### src/rtl/dbs_pkg.sv
package dbs_pkg;

  // pin group order inside the chain, highest group first
  localparam int GRP_A_IN  = 0;
  localparam int GRP_B_OUT = 1;
  localparam int GRP_B_IN  = 2;
  localparam int GRP_A_OUT = 3;

  // control cells per lane, highest first
  localparam int SIG_DIR = 0;
  localparam int SIG_DIS = 1;
  localparam int SIG_AEN = 2;
  localparam int SIG_BEN = 3;

  function automatic int chain_len(input int w, input int nb);
    return 4 * nb * (w + 1);
  endfunction

  function automatic int ctl_idx(input int w, input int nb, input int sig, input int k);
    return chain_len(w, nb) - 1 - 4 * k - sig;
  endfunction

  function automatic int pin_idx(input int w, input int nb, input int grp, input int k,
                                 input int i);
    return 4 * nb * w - 1 - grp * nb * w - k * w - i;
  endfunction

endpackage

### src/rtl/dbs_core.sv
module dbs_core #(
  parameter int W  = 9,
  parameter int NB = 2
) (
  input  logic [NB-1:0]   byte_dis,
  input  logic [NB-1:0]   xfer_ab,
  input  logic [NB*W-1:0] a_in,
  input  logic [NB*W-1:0] b_in,
  output logic [NB*W-1:0] core_a_out,
  output logic [NB*W-1:0] core_b_out,
  output logic [NB-1:0]   core_aen,
  output logic [NB-1:0]   core_ben
);

  assign core_a_out = b_in;
  assign core_b_out = a_in;
  assign core_aen   = ~byte_dis & ~xfer_ab;
  assign core_ben   = ~byte_dis &  xfer_ab;

endmodule

### src/rtl/dbs_chain.sv
module dbs_chain
  import dbs_pkg::*;
#(
  parameter int W  = 9,
  parameter int NB = 2
) (
  input  logic                        clk,
  input  logic                        rst_n,
  input  logic                        cap_en,
  input  logic                        shift_en,
  input  logic                        upd_en,
  input  logic                        scan_in,
  input  logic [chain_len(W,NB)-1:0]  cap_val,
  output logic                        scan_out,
  output logic [NB*W-1:0]             hold_a_out,
  output logic [NB*W-1:0]             hold_b_out,
  output logic [NB-1:0]               hold_aen,
  output logic [NB-1:0]               hold_ben
);

  localparam int L = chain_len(W, NB);

  logic [L-1:0] stage;

  // shift stages, one per cell
  for (genvar j = 0; j < L; j++) begin : g_cell
    logic q;
    logic nxt;
    if (j == L - 1) begin : g_head
      assign nxt = scan_in;
    end else begin : g_link
      assign nxt = stage[j+1];
    end
    always_ff @(posedge clk or negedge rst_n) begin
      if (!rst_n)        q <= 1'b0;
      else if (cap_en)   q <= cap_val[j];
      else if (shift_en) q <= nxt;
    end
    assign stage[j] = q;
  end

  assign scan_out = stage[0];

  // hold latches behind the output-pin cells
  for (genvar k = 0; k < NB; k++) begin : g_lane
    for (genvar i = 0; i < W; i++) begin : g_pin
      logic ha, hb;
      always_ff @(posedge clk or negedge rst_n) begin
        if (!rst_n) begin
          ha <= 1'b0;
          hb <= 1'b0;
        end else if (upd_en) begin
          ha <= stage[pin_idx(W, NB, GRP_A_OUT, k, i)];
          hb <= stage[pin_idx(W, NB, GRP_B_OUT, k, i)];
        end
      end
      assign hold_a_out[k*W+i] = ha;
      assign hold_b_out[k*W+i] = hb;
    end

    // hold latches behind the internal enable cells
    logic hae, hbe;
    always_ff @(posedge clk or negedge rst_n) begin
      if (!rst_n) begin
        hae <= 1'b0;
        hbe <= 1'b0;
      end else if (upd_en) begin
        hae <= stage[ctl_idx(W, NB, SIG_AEN, k)];
        hbe <= stage[ctl_idx(W, NB, SIG_BEN, k)];
      end
    end
    assign hold_aen[k] = hae;
    assign hold_ben[k] = hbe;
  end

  // one cell per shift strobe toward the output end
  a_r6_shift_step: assert property (@(posedge clk) disable iff (!rst_n)
    (shift_en && !cap_en) |=> (scan_out == $past(stage[1])));

  // latches only move on update
  a_r7_hold_keep: assert property (@(posedge clk) disable iff (!rst_n)
    !upd_en |=> $stable({hold_a_out, hold_b_out, hold_aen, hold_ben}));

endmodule

### src/rtl/dbs_pin_mux.sv
module dbs_pin_mux #(
  parameter int W  = 9,
  parameter int NB = 2
) (
  input  logic [NB*W-1:0] core_a_out,
  input  logic [NB*W-1:0] core_b_out,
  input  logic [NB-1:0]   core_aen,
  input  logic [NB-1:0]   core_ben,
  input  logic [NB*W-1:0] hold_a_out,
  input  logic [NB*W-1:0] hold_b_out,
  input  logic [NB-1:0]   hold_aen,
  input  logic [NB-1:0]   hold_ben,
  input  logic            tm_extest,
  input  logic            tm_clamp,
  input  logic            tm_highz,
  output logic [NB*W-1:0] a_out,
  output logic [NB*W-1:0] a_oe,
  output logic [NB*W-1:0] b_out,
  output logic [NB*W-1:0] b_oe
);

  logic          test_drive;
  logic [NB-1:0] aen, ben;

  always_comb begin
    test_drive = tm_extest | tm_clamp;
    a_out = test_drive ? hold_a_out : core_a_out;
    b_out = test_drive ? hold_b_out : core_b_out;
    if (tm_highz) begin
      aen = '0;
      ben = '0;
    end else if (test_drive) begin
      aen = hold_aen;
      ben = hold_ben;
    end else begin
      aen = core_aen;
      ben = core_ben;
    end
  end

  for (genvar k = 0; k < NB; k++) begin : g_lane
    assign a_oe[k*W +: W] = {W{aen[k]}};
    assign b_oe[k*W +: W] = {W{ben[k]}};
  end

endmodule

### src/rtl/dbs_xcvr.sv
module dbs_xcvr
  import dbs_pkg::*;
#(
  parameter int W  = 9,
  parameter int NB = 2
) (
  input  logic            clk,
  input  logic            rst_n,
  input  logic [NB-1:0]   byte_dis,
  input  logic [NB-1:0]   xfer_ab,
  input  logic [NB*W-1:0] a_in,
  output logic [NB*W-1:0] a_out,
  output logic [NB*W-1:0] a_oe,
  input  logic [NB*W-1:0] b_in,
  output logic [NB*W-1:0] b_out,
  output logic [NB*W-1:0] b_oe,
  input  logic            bsr_select,
  input  logic            capture_dr,
  input  logic            shift_dr,
  input  logic            update_dr,
  input  logic            scan_in,
  output logic            scan_out,
  input  logic            tm_extest,
  input  logic            tm_clamp,
  input  logic            tm_highz
);

  localparam int L = chain_len(W, NB);

  logic [NB*W-1:0] core_a_out, core_b_out, hold_a_out, hold_b_out;
  logic [NB-1:0]   core_aen, core_ben, hold_aen, hold_ben;
  logic [L-1:0]    cap_val;
  logic            cap_en, shift_en, upd_en;

  // strobes only act on the selected register
  assign cap_en   = bsr_select & capture_dr;
  assign shift_en = bsr_select & shift_dr;
  assign upd_en   = bsr_select & update_dr;

  dbs_core #(.W(W), .NB(NB)) i_core (
    .byte_dis   (byte_dis),
    .xfer_ab    (xfer_ab),
    .a_in       (a_in),
    .b_in       (b_in),
    .core_a_out (core_a_out),
    .core_b_out (core_b_out),
    .core_aen   (core_aen),
    .core_ben   (core_ben)
  );

  // capture sources laid out in chain order
  for (genvar k = 0; k < NB; k++) begin : g_cap
    assign cap_val[ctl_idx(W, NB, SIG_DIR, k)] = xfer_ab[k];
    assign cap_val[ctl_idx(W, NB, SIG_DIS, k)] = byte_dis[k];
    assign cap_val[ctl_idx(W, NB, SIG_AEN, k)] = core_aen[k];
    assign cap_val[ctl_idx(W, NB, SIG_BEN, k)] = core_ben[k];
    for (genvar i = 0; i < W; i++) begin : g_pin
      assign cap_val[pin_idx(W, NB, GRP_A_IN,  k, i)] = a_in[k*W+i];
      assign cap_val[pin_idx(W, NB, GRP_B_OUT, k, i)] = core_b_out[k*W+i];
      assign cap_val[pin_idx(W, NB, GRP_B_IN,  k, i)] = b_in[k*W+i];
      assign cap_val[pin_idx(W, NB, GRP_A_OUT, k, i)] = core_a_out[k*W+i];
    end
  end

  dbs_chain #(.W(W), .NB(NB)) i_chain (
    .clk        (clk),
    .rst_n      (rst_n),
    .cap_en     (cap_en),
    .shift_en   (shift_en),
    .upd_en     (upd_en),
    .scan_in    (scan_in),
    .cap_val    (cap_val),
    .scan_out   (scan_out),
    .hold_a_out (hold_a_out),
    .hold_b_out (hold_b_out),
    .hold_aen   (hold_aen),
    .hold_ben   (hold_ben)
  );

  dbs_pin_mux #(.W(W), .NB(NB)) i_mux (
    .core_a_out (core_a_out),
    .core_b_out (core_b_out),
    .core_aen   (core_aen),
    .core_ben   (core_ben),
    .hold_a_out (hold_a_out),
    .hold_b_out (hold_b_out),
    .hold_aen   (hold_aen),
    .hold_ben   (hold_ben),
    .tm_extest  (tm_extest),
    .tm_clamp   (tm_clamp),
    .tm_highz   (tm_highz),
    .a_out      (a_out),
    .a_oe       (a_oe),
    .b_out      (b_out),
    .b_oe       (b_oe)
  );

  for (genvar k = 0; k < NB; k++) begin : g_chk
    // a disabled lane is silent in functional mode
    a_r1_disabled_lane_quiet: assert property (@(posedge clk) disable iff (!rst_n)
      (!(tm_extest || tm_clamp) && byte_dis[k])
        |-> (a_oe[k*W +: W] == '0 && b_oe[k*W +: W] == '0));
    // a lane never enables both sides in functional mode
    a_r3_single_side: assert property (@(posedge clk) disable iff (!rst_n)
      !(tm_extest || tm_clamp) |-> !((|a_oe[k*W +: W]) && (|b_oe[k*W +: W])));
  end

  // all-off flag silences every enable
  a_r9_highz_quiet: assert property (@(posedge clk) disable iff (!rst_n)
    tm_highz |-> (a_oe == '0 && b_oe == '0));

  // deselected register keeps its serial output
  a_r11_deselected_still: assert property (@(posedge clk) disable iff (!rst_n)
    !bsr_select |=> $stable(scan_out));

endmodule

### config.mk
export PLATFORM = sky130hd
export DESIGN_NAME = dbs_xcvr
export DESIGN_NICKNAME = d
export VERILOG_FILES = /design/src/rtl/dbs_pkg.sv /design/src/rtl/dbs_core.sv /design/src/rtl/dbs_chain.sv /design/src/rtl/dbs_pin_mux.sv /design/src/rtl/dbs_xcvr.sv
export SDC_FILE = /design/constraint.sdc
export NUM_CORES = 1
export LEC_CHECK = 0
export ABC_AREA = 1
export ABC_CLOCK_PERIOD_IN_PS = 2240
export BUFFER_PORTS_ARGS = -buffer_cell sky130_fd_sc_hd__buf_2
export CORE_MARGIN = 2
export CORE_UTILIZATION = 35
export CTS_CLUSTER_DIAMETER = 60
export DETAILED_ROUTE_END_ITERATION = 16
export SYNTH_ARGS = -nofsm -noshare
export SYNTH_HDL_FRONTEND = slang
export SYNTH_SLANG_ARGS = --single-unit
### constraint.sdc
create_clock -name clk -period 2.24 [get_ports clk]
set_input_delay 0.112 -clock clk [delete_from_list [all_inputs] [get_ports clk]]
set_output_delay 0.112 -clock clk [all_outputs]
set_load 0.05 [all_outputs]
==> Word-level counts from Yosys, hierarchy flattened <==
Index checks and enable logic that the tools add are counted.
{ "totals": {"register_bits": 120, "output_inout_bits": 73, "elab_cells": 295} }
{ "op_classes": {"n_mux": 166, "bitwise": 8, "reduce_logical": 1} }
{ "op_table": {"columns": ["operator", "n"], "rows": [
  ["$mux W1", 160],
  ["$mux W18", 2],
  ["$mux W2", 4],
  ["$and A2 B2 Y2", 2],
  ["$not A2 Y2", 2],
  ["$and A1 B1 Y1", 3],
  ["$reduce_bool A2 Y1", 1],
  ["$or A1 B1 Y1", 1]
]} }

==> Longest topological paths before layout <==
{ "logic_depth": {"word_depth": 4, "ltp_mapped": 8, "depth_no_buf": 5} }

==> By module <==
From an unflattened synthesis, not the netlist that was laid out.
{ "hier_totals": {"hier_cells": 867, "hier_area_um2": 6650.1} }
{ "modules_own_cells": {"columns": ["module", "n_inst", "cells_per_inst", "area_per_inst_um2"], "rows": [
  ["dbs_chain", 1, 645, 5461.5],
  ["dbs_pin_mux", 1, 174, 868.3],
  ["dbs_core", 1, 42, 297.8],
  ["dbs_xcvr", 1, 6, 22.5]
]} }

==> Least setup slack after synthesis <==
OpenSTA, ideal clock, no wires.
{ "synth_path": {"path_kind": "input to output", "start": "input tm_clamp", "end": "output a_oe[1]", "arrival_ns": 1.965, "required_time_ns": 2.128, "path_slack_ns": 0.163, "stages": 5, "path_cell_list": "nor2_1 -> buf_2 -> o21ai_0 -> nor2_1 -> buf_4"} }
{ "synth_between": {"elab_chain_cells": 3} }
{ "synth_rtl": {"columns": ["item", "line", "rtl"], "rows": [
  ["start, declared", "dbs_xcvr.sv:24", "input logic tm_clamp,"],
  ["$or A1 B1 Y1", "dbs_pin_mux.sv:26", "test_drive = tm_extest | tm_clamp;"],
  ["$mux W2", "dbs_pin_mux.sv:32", "end else if (test_drive) begin"],
  ["$mux W2", "dbs_pin_mux.sv:29", "if (tm_highz) begin"],
  ["end, declared", "dbs_xcvr.sv:13", "output logic [NB*W-1:0] a_oe,"]
]} }
No other way between the ends.

==> Worst setup path after layout <==
{ "layout_path": {"start": "input shift_dr", "end": "register i_chain.g_cell[8].q"} }
{ "layout_between": {"elab_chain_cells": 2} }
{ "layout_rtl": {"columns": ["item", "line", "rtl"], "rows": [
  ["start, declared", "dbs_xcvr.sv:19", "input logic shift_dr,"],
  ["$and A1 B1 Y1", "dbs_xcvr.sv:37", "assign shift_en = bsr_select & shift_dr;"],
  ["$reduce_bool A2 Y1 (no line)", null, null],
  ["end signal, assigned", "dbs_chain.sv:36", "else if (cap_en) q <= cap_val[j];"],
  ["end signal, assigned", "dbs_chain.sv:37", "else if (shift_en) q <= nxt;"],
  ["end, declared", "dbs_chain.sv:27", "logic q;"]
]} }
No other way between the ends.
A chain may end at the register's enable or synchronous reset.

==> impl_summary.md <==
Status
The flow ran to the end, and the final reports show no timing, DRC or antenna violations.

Placement
The port buffer count is 122. Once placement completed, the tool counted placed cells totaling 1,178. The sum of net half-perimeters after detailed placement is 9.88 mm.

At the end of routability-driven placement, the weighted congestion stood at 0.747.

Clock network
The longest clock path from root to sink contains 2 buffers. Clock tree synthesis selected as its root buffer the cell sky130_fd_sc_hd__clkbuf_16. The number of setup buffers added after CTS is 0.

The total clock buffers created by CTS is 17. The clock insertion delay at the later pin of the skew report is 0.41 ns. The clock-pin slew reported for the worst setup and hold paths after clock tree synthesis is 0.05 ns.

The clock tree synthesis step divided the H-tree into 4 levels. The number of sinks handled by clock tree synthesis is 120. The CTS tree is built.

Floorplan
The floorplan step set the die height to 137 um. For this configuration, the core starts out at a cell density of 35.8%. The number of top-level design ports is 123. Measured along the x axis, the die boundary spans 137 um. The die covers 18,900 um^2. The floorplan has 48 rows.

The core region is 17,400 um^2.

STA
Between clock sinks in the finished design, the worst skew comes to 0.00648 ns. The maximum operating frequency is 626 MHz. The hold violation total from the final report came to 0. The worst slew slack as a fraction of its limit is 44.9%.

Setup repair after global routing left no endpoint under its margin. The total negative slack for setup checks is 0 ns. The number of slew-limit violations in the final report is 0. The total of endpoints with negative setup slack in the final report is 0. The worst path in the final design needs a cycle of 1.60 ns, including I/O delays and setup. The slew of the pin with the lowest slew margin is 0.826 ns. Of the available clock period, the critical path in the final layout requires 71.3%.

Synth
Of all cell types, the one taking the most synthesized area is sky130_fd_sc_hd__dfrtp_1. The number of distinct standard cells referenced by the synthesized netlist is 14. The post-synthesis cell count is 900. The fraction of synthesized cell area taken by the top area cell type is 48.3%.

In the post-synthesis netlist, the biggest area contributors are sky130_fd_sc_hd__dfrtp_1, sky130_fd_sc_hd__nand2_1, sky130_fd_sc_hd__nand3_1, sky130_fd_sc_hd__buf_4, sky130_fd_sc_hd__buf_2. The post-synthesis sequential element count is 120. Synthesis produced a netlist with a net count of 950. For this run, the register share of the synthesized area comes to 48.3%. The total number of yosys warnings is 0.

A synthesized cell averages 6.91 um^2. The netlist area before placement is 6220 um^2.

Routing
Summing over every cut layer, the via total after detailed routing is 5,546. For this block, the initial DRC count from the detailed router was 353. After detailed routing, the number of vias per cell comes to 4.58.

The remaining antenna violation count is 0. The DRC violation count after routing is 0. The total wire length is 15.8 mm. For this run, the detailed router's first-pass iteration total came to 5. After detailed routing, the average wire length per cell comes to 13.1 um.

GRT
The met1 usage in global routing is 24.2%. In the global route stage, overall resource usage came out at 17.9%. The first global-routing pass estimated 26.3 mm of wire. met2 is the most crowded layer.

The global routing met3 resource utilization is 3.86%. The pin count of the biggest net entering global routing is 82. For this run the aggregate overflow at the end of global routing stands at 0. The number of antenna violations at the first check in global routing was 0.

The global-route track usage on met2 is 28.5%. The number of global-route vias before repair was 5,290.

Worst hold path
The depth of the worst hold-timing path is 5. The startpoint identified for the worst hold timing path is scan_in. The hold-critical path endpoint is i_chain.g_cell[78].nxt.

In this run the worst hold path is classified as in2reg.

Finish
The library cell used most frequently in the layout, excluding fill and tap cells, is sky130_fd_sc_hd__nand2_1. The library cells used most frequently in the layout, excluding fill and tap cells, are sky130_fd_sc_hd__nand2_1, sky130_fd_sc_hd__buf_2, sky130_fd_sc_hd__dfrtp_1. Once layout is complete, the utilization of the core stands at 42.9%. The net count of the finished layout is 1,024.

The repair_antennas step left the layout with diodes totalling 0. The number of standard cells in the final layout excluding fillers is 1,211. The share of final-layout standard cells stronger than drive strength 1 is 17.2%.

Relative to the synthesized area, the layout overhead comes to 19.7%.

Critical path
The signal arrival time at the worst endpoint is 1.94 ns. Along the worst path, the maximum fanout reaches 77. The worst setup path is launched from an input pin. The setup path with the least slack is of type in2reg. The data required time at the worst endpoint is 2.58 ns.

The end of the worst register-to-register path is i_chain.g_cell[70].nxt. STA classifies the critical path endpoint as a register. Counting cells, the worst reg-to-reg path comes to 4.

The slack of the worst reg-to-reg path is 1.38 ns. The worst flop-to-flop path startpoint is i_chain.g_cell[71].nxt.

Power and ir drop
Dividing total power by cell area gives a power density of 1040 nW/um^2. The worst vdd rail ir drop is 0.569 mV. Overall power consumption after layout is estimated at 7.71 mW.

The reported leakage power is 4.50 nW.

Flow run
The max-capacitance violation count is 0.
==> synth_stat cells, drive strengths merged <==
| cell type | n |
|---|---|
| nand2 | 569 |
| dfrtp | 120 |
| nand3 | 79 |
| buf | 59 |
| clkbuf | 25 |
| inv | 17 |
| nor2 | 14 |
| o21ai | 12 |
| a21oi | 4 |
| nand4 | 1 |
==> layout make-up <==
cell class / instances / area (um^2)
Tap cell: 225 / 282
Fill cell: 1798 / 9910
Clock inverter: 8 / 168
Clock buffer: 23 / 478
Timing Repair Buffer: 139 / 771
Sequential cell: 120 / 3000
Multi-Input combinational cell: 679 / 2680
Inverter: 17 / 63.8
==> power by group <==
group | switching, mW | total (mW) | internal (mW)
logic | 1.37 | 1.87 | 0.505
registers | 0.254 | 2.84 | 2.58
clock network | 0.947 | 3.00 | 2.05
total | 2.57 | 7.71 | 5.14
==> logic make-up after synthesis <==
kind of cell	share of synthesized area [%]
buffers and inverters	8.75
AOI/OAI and AO/OA	1.29
DFF	48.3
and+or+nand+nor	41.7
==> timing repair <==
action	in CTS	in global routing
hold buffers	2	0
hold endpoints to repair	31	0
resized for setup	0	0
==> through the flow <==
step	cell area, um^2	hold slack, ns	setup slack (ns)
after floorplan	6220	-0.184	0.163
after global placement	6780	0.0932	0.694
after detailed placement	6780	0.0956	0.673
after CTS	7450	0.0166	0.602
after global routing	7450	0.0330	0.401
final	7450	0.0274	0.643
==> critical path, cell delays in order <==
cell and delay, ns:
sky130_fd_sc_hd__dlygate4sd3_1 0.53, sky130_fd_sc_hd__buf_2 0.12, sky130_fd_sc_hd__nand2_1 0.12, sky130_fd_sc_hd__nand2_2 0.11, sky130_fd_sc_hd__buf_4 0.62, sky130_fd_sc_hd__nand2_1 0.15
sky130_fd_sc_hd__nand2_1 0.10
==> metal layers <==
layer  part of all wire, %  vias to the layer above
li1                      -                     2862
met1                    47                     2519
met2                    46                      153
met3                   5.7                       12
met4                   1.2                        0
met5                     0                        -
==> how the worst max path moves through the flow <==
stage,start,end,cells past startpoint
after floorplan,tm_clamp,a_oe[1],5
after global placement,bsr_select,i_chain.g_cell[2].nxt,7
after detailed placement,tm_clamp,b_oe[6],6
after CTS,i_chain.g_lane[0].hbe,b_oe[6],3
after global routing,i_chain.g_lane[1].hbe,b_oe[10],3
final,shift_dr,i_chain.g_cell[7].nxt,7
==> registers in the layout (all words and copies together), names as in the netlist <==
signal	cells
i_chain.g_cell.nxt	78
i_chain.g_lane.g_pin.ha	18
i_chain.g_lane.g_pin.hb	18
i_chain.g_lane.hae	2
i_chain.g_lane.hbe	2
i_chain.g_cell.q	1
i_chain.scan_out	1
Note: power is estimated with default switching activity, not from simulation.
